===== src/rtl/fl_pkg.sv =====
package fl_pkg;

  typedef enum logic {
    FL_MANUAL = 1'b0,
    FL_AUTO   = 1'b1
  } fl_mode_e;

  typedef struct packed {
    logic cp_hi;
    logic sink_en;
    logic fast;
  } fl_drive_t;

endpackage


===== src/rtl/fl_window_counter.sv =====
module fl_window_counter #(
  parameter int TMO_W = 8
) (
  input  logic             clk,
  input  logic             rst_n,
  input  logic             clr_i,
  input  logic             start_i,
  input  logic             strobe_i,
  input  logic [TMO_W-1:0] tmo_i,
  output logic             active_o,
  output logic             expire_o
);

  localparam logic [TMO_W-1:0] CNT_ZERO = '0;
  localparam logic [TMO_W-1:0] CNT_ONE  = TMO_W'(1);

  logic [TMO_W-1:0] cnt_q;
  logic [TMO_W-1:0] cnt_d;

  // Priority: mode clear, then load, then strobe-driven decrement.
  function automatic logic [TMO_W-1:0] next_count(
    input logic [TMO_W-1:0] cur,
    input logic [TMO_W-1:0] tmo,
    input logic             clr,
    input logic             start,
    input logic             strobe
  );
    if (clr)                          return CNT_ZERO;
    if (start)                        return tmo;
    if (strobe && (cur != CNT_ZERO))  return cur - CNT_ONE;
    return cur;
  endfunction

  assign cnt_d    = next_count(cnt_q, tmo_i, clr_i, start_i, strobe_i);
  assign active_o = (cnt_q != CNT_ZERO);
  assign expire_o = strobe_i && !start_i && !clr_i && (cnt_q == CNT_ONE);

  always_ff @(posedge clk or negedge rst_n) begin
    if (!rst_n) cnt_q <= CNT_ZERO;
    else        cnt_q <= cnt_d;
  end

  // without a strobe, load or clear the count holds
  a_r4_hold_without_strobe: assert property (@(posedge clk) disable iff (!rst_n)
    (!clr_i && !start_i && !strobe_i) |=> $stable(cnt_q));

  // a strobe on an open window takes exactly one count away
  a_r4_single_step: assert property (@(posedge clk) disable iff (!rst_n)
    (!clr_i && !start_i && strobe_i && (cnt_q != CNT_ZERO)) |=> (cnt_q == $past(cnt_q) - CNT_ONE));

  // a load takes the timeout value even when a strobe shares the edge
  a_r7_load_wins: assert property (@(posedge clk) disable iff (!rst_n)
    (!clr_i && start_i) |=> (cnt_q == $past(tmo_i)));

  // a zero timeout leaves no window open
  a_r6_zero_no_window: assert property (@(posedge clk) disable iff (!rst_n)
    (!clr_i && start_i && (tmo_i == CNT_ZERO)) |=> !active_o);

  // manual mode empties the counter
  a_r9_manual_clears: assert property (@(posedge clk) disable iff (!rst_n)
    clr_i |=> (cnt_q == CNT_ZERO));

endmodule


===== src/rtl/fl_drive_select.sv =====
module fl_drive_select
  import fl_pkg::*;
(
  input  fl_mode_e  mode_i,
  input  logic      gain_i,
  input  logic      win_active_i,
  input  logic      pin_cfg_i,
  output fl_drive_t drive_o
);

  logic fast_w;

  // Manual: the gain bit rules; automatic: the timed window rules.
  always_comb begin
    unique case (mode_i)
      FL_MANUAL: fast_w = gain_i;
      FL_AUTO:   fast_w = win_active_i;
      default:   fast_w = 1'b0;
    endcase
  end

  assign drive_o.fast    = fast_w;
  assign drive_o.cp_hi   = fast_w;
  assign drive_o.sink_en = fast_w && pin_cfg_i;

endmodule


===== src/rtl/fastlock_ctrl.sv =====
module fastlock_ctrl
  import fl_pkg::*;
#(
  parameter int TMO_W = 8
) (
  input  logic             clk,
  input  logic             rst_n,
  input  logic             cmp_strobe,
  input  logic             load_n_evt,
  input  logic [TMO_W-1:0] timeout_val,
  input  logic             auto_mode,
  input  logic             gain_sel,
  input  logic             pin_as_fl,
  output logic             cp_gain_hi,
  output logic             fl_sink_en,
  output logic             fast_state
);

  fl_mode_e  mode_w;
  logic      win_clr_w;
  logic      win_active_w;
  logic      win_expire_w;
  fl_drive_t drive_w;

  assign mode_w    = fl_mode_e'(auto_mode);
  assign win_clr_w = (mode_w == FL_MANUAL);

  fl_window_counter #(.TMO_W(TMO_W)) u_window (
    .clk      (clk),
    .rst_n    (rst_n),
    .clr_i    (win_clr_w),
    .start_i  (load_n_evt),
    .strobe_i (cmp_strobe),
    .tmo_i    (timeout_val),
    .active_o (win_active_w),
    .expire_o (win_expire_w)
  );

  fl_drive_select u_drive (
    .mode_i       (mode_w),
    .gain_i       (gain_sel),
    .win_active_i (win_active_w),
    .pin_cfg_i    (pin_as_fl),
    .drive_o      (drive_w)
  );

  assign cp_gain_hi = drive_w.cp_hi;
  assign fl_sink_en = drive_w.sink_en;
  assign fast_state = drive_w.fast;

  // the last strobe of a window closes it on the following cycle
  a_r5_window_closes: assert property (@(posedge clk) disable iff (!rst_n)
    win_expire_w |=> !win_active_w);

  // a load with a nonzero timeout in automatic mode opens a window
  a_r3_window_opens: assert property (@(posedge clk) disable iff (!rst_n)
    (auto_mode && load_n_evt && (timeout_val != '0)) |=> win_active_w);

endmodule


===== config.mk =====
export PLATFORM = sky130hd
export DESIGN_NAME = fastlock_ctrl
export DESIGN_NICKNAME = d
export VERILOG_FILES = /design/src/rtl/fl_pkg.sv /design/src/rtl/fl_window_counter.sv /design/src/rtl/fl_drive_select.sv /design/src/rtl/fastlock_ctrl.sv
export SDC_FILE = /design/constraint.sdc
export NUM_CORES = 1
export LEC_CHECK = 0
export CORE_AREA = 3 3 40 42
export DETAILED_ROUTE_END_ITERATION = 16
export DIE_AREA = 0 0 43 45
export HOLD_SLACK_MARGIN = 0.05
export PLACE_DENSITY = 0.72
export RECOVER_POWER = 50
export SKIP_LAST_GASP = 1
export SLEW_MARGIN = 20
export SYNTH_ARGS = -nofsm -noshare
export SYNTH_HDL_FRONTEND = slang
export SYNTH_SLANG_ARGS = --single-unit

===== constraint.sdc =====
create_clock -name clk -period 3.1 [get_ports clk]
set_clock_uncertainty 0.2 [all_clocks]
set_input_delay 0.775 -clock clk [delete_from_list [all_inputs] [get_ports clk]]
set_output_delay 0.775 -clock clk [all_outputs]
set_load 0.05 [all_outputs]

After elaboration in Yosys (flattened, before gate mapping). Cells that the tools add are included. Widths: inputs -> output; s select.

Muxes and demuxes: 12. Reductions and logical operators: 3. Bitwise logic cells: 1. $add $sub $neg: 1. Eq/ne operators: 1.

Operator list (number): $mux 8 (6); $reduce_bool 8->1 (1); $sub 8x1->8 const B (1); $mux 1 (5); $ne 3x1->1 const B (1); $logic_and 1x1->1 (2); $pmux 1 s2 (1); $not 1->1 (1).

Input bits: 15. Register bits after elaboration: 8. Word-level logic and storage cells: 19. Output and inout bits: 3.

Depth between registers and ports, before layout.
Depth after elaboration: 8. Depth in mapped cells: 6. Depth with buffers taken out: 6.

Modules after synthesis. From an unflattened synthesis, not the netlist that was laid out.

Cell total of the unflattened synthesis: 74. Area, all modules: 640.6 µm².

Modules (own cells, without submodules): fl_window_counter (instances 1, cells an instance 69, area an instance 598.1 µm², sequential area each 200.2 µm²); fl_drive_select (instances 1, cells an instance 4, area an instance 38.8 µm², sequential area each 0.0 µm²); fastlock_ctrl (instances 1, cells an instance 1, area an instance 3.8 µm², sequential area each 0.0 µm²).

Worst setup path after synthesis. OpenSTA, ideal clock, no wires.

Kind: register to output. Start: register u_window.cnt_q[0]. End: output port fl_sink_en. Data required time: 2.125 ns. Path slack: -0.109 ns. Data arrival time: 2.234 ns. Path buffers: 0. Cell stages (with the launch flop): 6. Path through: dfrtp_1 -> inv_1 -> ha_1 -> nor4b_1 -> a31oi_1 -> and2_1.

Longest elaborated chain between the ends: 3.

RTL lines: from (decl) (RTL line fl_window_counter.sv:17) `logic [TMO_W-1:0] cnt_q;`; from (signal assigned) (RTL line fl_window_counter.sv:40) `else cnt_q <= cnt_d;`; $reduce_bool 8->1 (RTL line fl_window_counter.sv:35) `assign active_o = (cnt_q != CNT_ZERO);`; $pmux 1 s2 (RTL line fl_drive_select.sv:15) `unique case (mode_i)`; named net cp_gain_hi (RTL line fastlock_ctrl.sv:14) `output logic cp_gain_hi,`; $logic_and 1x1->1 (RTL line fl_drive_select.sv:24) `assign drive_o.sink_en = fast_w && pin_cfg_i;`; to (decl) (RTL line fastlock_ctrl.sv:15) `output logic fl_sink_en,`.

The timed path passes the listed nets, and every way through them passes these cells.

Worst setup path in the final report.
Start: input port auto_mode. End: output port fl_sink_en.

Longest elaborated chain between the ends: 3.

RTL lines: from (decl) (RTL line fastlock_ctrl.sv:11) `input logic auto_mode,`; $not 1->1 (RTL line fl_drive_select.sv:15); $pmux 1 s2 (*) (RTL line fl_drive_select.sv:15); $logic_and 1x1->1 (*) (RTL line fl_drive_select.sv:24).

Mark *: on every way between the ends. The rest lies on a longest branch, timed or not.

==> out/metrics.json <==
{
  "floorplan": {
    "fp.dieW_microns": 43,
    "die-height_microns": 45,
    "ioPinCount": 18,
    "core_sq_um": 1285,
    "initial_utilization_pct": 42.84,
    "die_footprint_sq_um": 1935,
    "floorplan.rows": 13
  },
  "yosys": {
    "syn_avg_cell_area_sq_um": 9.025,
    "synth-seq-cells": 8,
    "async_reset_ff_share_pct": 100.0,
    "synth_enable_flop_cells": 0,
    "yosys.area.top_type": "sky130_fd_sc_hd__dfrtp_1",
    "synth.net_count": 78,
    "post_synth_inst_count": 61,
    "synth_seq_area_share_pct": 36.36,
    "post_synth_main_area_contributors": "sky130_fd_sc_hd__dfrtp_1, sky130_fd_sc_hd__a21oi_1, sky130_fd_sc_hd__xnor2_1",
    "yosys_warnings": 0,
    "count_of_different_cell_masters_after_synthesis": 26,
    "top_reg_cell_synth": "sky130_fd_sc_hd__dfrtp_1",
    "synthDominantCellAreaShare_pct": 36.36,
    "syn-cell-area_sq_um": 550.5
  },
  "sta": {
    "layout_min_cycle_time_ns": 3.027,
    "maxClockFrequency_mhz": 330.3,
    "max_slew_margin_vs_limit_pct": 68.73,
    "setup-tns-final_ns": 0,
    "rsz0062_at_grt": "false",
    "hold_viol": 0,
    "worst_pin_slew_ns": 0.4654,
    "slew_violations": 0,
    "finalCritPeriodShare_pct": 97.65,
    "setup_violations": 0,
    "layout_setup_ws_ns": 0.07284
  },
  "detailed_routing": {
    "drt_drc_violations_left": 0,
    "detailroute.via_count": 527,
    "drt_first_iter_violations": 6,
    "drtPass1Iterations": 4,
    "detail_route.wl_per_cell_microns": 12.67,
    "postRouteWirelength_microns": 1204,
    "detail_route.vias_per_cell": 5.547,
    "number_of_nets_still_failing_antenna_checks_after_routing": 0
  },
  "placement": {
    "hpwlAfterDp_microns": 929.8,
    "gpl.final_weighted_congestion": 0.7501,
    "io_buffers": 17,
    "dp_worst_setup_slack_ns": 0.04842
  },
  "layout": {
    "final_layout_size_suffix_gt1_share_pct": 16.25,
    "nFillCells": 110,
    "antenna-diode-count": 0,
    "nNetsFinal": 99,
    "layout.area.seq_sq_um": 200.2,
    "layout_top_registers": "u_window.cnt_q x8",
    "synthToLayoutAreaGrowth_pct": 45.00,
    "total_area_of_multi_input_combinational_cells_sq_um": 322.8,
    "final_common_cell": "sky130_fd_sc_hd__clkdlybuf4s50_1",
    "most-common-layout-cells": "sky130_fd_sc_hd__clkdlybuf4s50_1, sky130_fd_sc_hd__dfrtp_1, sky130_fd_sc_hd__a21oi_1",
    "largest_register_ffs": 8,
    "biggest_register": "u_window.cnt_q"
  },
  "clock_tree": {
    "cts_post_setup_buffers_inserted": 0,
    "clk-insertion-delay-late_ns": 0.26,
    "cts.sinks": 8,
    "tritoncts.num_buffers": 3,
    "cts_hold_repair.buffers": 0,
    "htree_levels": 1,
    "tritoncts": "done",
    "cts_clk_pin_slew_worst_paths_ns": 0.06,
    "ctsRootBufferMaster": "sky130_fd_sc_hd__clkbuf_4",
    "cts-root-to-sink-buffers": 2,
    "post_cts_resized": 0
  },
  "worst_setup_path": {
    "setup.worst_path.start": "auto_mode",
    "rr_worst_depth": 6,
    "setup.worst_path.end": "fl_sink_en",
    "reg2reg_from": "u_window.cnt_q[0]",
    "setup.reg_to_reg.worst_slack_ns": 1.14,
    "worstReg2RegEnd": "u_window.cnt_q[0]",
    "arrival_time_at_the_worst_endpoint_ns": 2.05,
    "cp-end-kind": "output port",
    "critical_path_peak_fanout": 3,
    "critPathLaunchType": "input pin",
    "critPathRequiredTime_ns": 2.12,
    "path_class": "in2out"
  },
  "grt": {
    "grt_usage_pct": 13.04,
    "globalRouteOverflowTotal": 0,
    "grt_pass1_vias": 458,
    "grt_antenna_before_repair": 0,
    "grt_max_degree": 17,
    "wire_length_of_the_first_global_routing_pass_microns": 1856
  },
  "power_and_ir_drop": {
    "power.density_nw_per_um2": 407.6,
    "worst_ir_drop_vdd_mv": 0.2105,
    "p_leak_nw": 0.3169,
    "power.total_mw": 0.3254
  },
  "min_path": {
    "min_path_type": "reg2reg"
  },
  "status": {
    "outcome": "complete, no violations"
  },
  "run": {
    "drv_cap": 0
  }
}
[cell type report]
| type | count | share of cell area [%] |
|---|---|---|
| timing repair buffer | 19 | 26.96 |
| inverter | 5 | 2.351 |
| sequential | 8 | 25.08 |
| clock buffer | 3 | 2.821 |
| tap | 15 | 2.351 |
| multi-input combinational | 45 | 40.44 |
[layer usage]
| metal | vias to the layer above | routed length [microns] | GRT usage (%) |
|---|---|---|---|
| met5 | - | 0 | 0 |
| met4 | 0 | 16 | 9.036 |
| met3 | 2 | 78 | 1.992 |
| met2 | 18 | 593 | 22.46 |
| met1 | 244 | 516 | 14.89 |
| li1 | 263 | - | - |
[cell usage after synthesis (2+ instances only)]
| cell | count |
|---|---|
| sky130_fd_sc_hd__o21ai_0 | 6 |
| sky130_fd_sc_hd__inv_1 | 5 |
| sky130_fd_sc_hd__nor3_1 | 3 |
| sky130_fd_sc_hd__mux2i_1 | 2 |
| sky130_fd_sc_hd__xnor2_1 | 4 |
| sky130_fd_sc_hd__a21oi_1 | 7 |
| sky130_fd_sc_hd__nand4_1 | 2 |
| sky130_fd_sc_hd__ha_1 | 2 |
| sky130_fd_sc_hd__clkbuf_1 | 2 |
| sky130_fd_sc_hd__dfrtp_1 | 8 |
| sky130_fd_sc_hd__a31oi_1 | 2 |
| sky130_fd_sc_hd__nand2_1 | 2 |
| sky130_fd_sc_hd__nor2_1 | 3 |
[worst max-delay path: stages]
cell and delay [ns]:
sky130_fd_sc_hd__clkdlybuf4s50_1 0.52, sky130_fd_sc_hd__nor2_1 0.08, sky130_fd_sc_hd__a31oi_2 0.31, sky130_fd_sc_hd__and2_1 0.23, sky130_fd_sc_hd__buf_12 0.14
[logic make-up after synthesis]
| family | Yosys count | synth area share (%) |
|---|---|---|
| fa+ha+maj | 2 | 4.545 |
| buf+inv | 8 | 6.138 |
| mux | 2 | 3.637 |
| xor+xnor | 4 | 6.363 |
| flops | 8 | 36.36 |
| simple gates | 17 | 19.32 |
| compound gates | 20 | 23.64 |
[report_power, final]
part	total, mW	internal [mW]	switching, mW	leakage, nW
Sequential	0.123	0.114	0.00951	0.103
Clock	0.0829	0.0445	0.0384	0.0138
Combinational	0.119	0.0614	0.0580	0.200
Total	0.325	0.219	0.106	0.317
[per-stage QoR]
stage          instances  hold slack (ns)  utilization, %  cell area [sq um]
4_1_cts               95           0.3785           62.12              798.3
3_5_place_dp          92           0.3704           60.37              775.7
3_3_place_gp          92           0.3660           60.37              775.7
6_report              95           0.3811           62.12              798.3
5_1_grt               95           0.4196           62.12              798.3
2_1_floorplan         61           0.2794               -              556.8
[how the worst min path moves through the flow]
stage	slack (ns)	cells after the start	start	endpoint
after floorplan	0.28	0	rst_n	u_window.cnt_q[0]
after global placement	0.37	2	u_window.cnt_q[4]	u_window.cnt_q[4]
after detailed placement	0.37	2	u_window.cnt_q[4]	u_window.cnt_q[4]
after CTS	0.38	2	u_window.cnt_q[4]	u_window.cnt_q[4]
after global routing	0.42	2	u_window.cnt_q[4]	u_window.cnt_q[4]
final	0.38	2	u_window.cnt_q[4]	u_window.cnt_q[4]
Power figures use the tool's default switching activity.
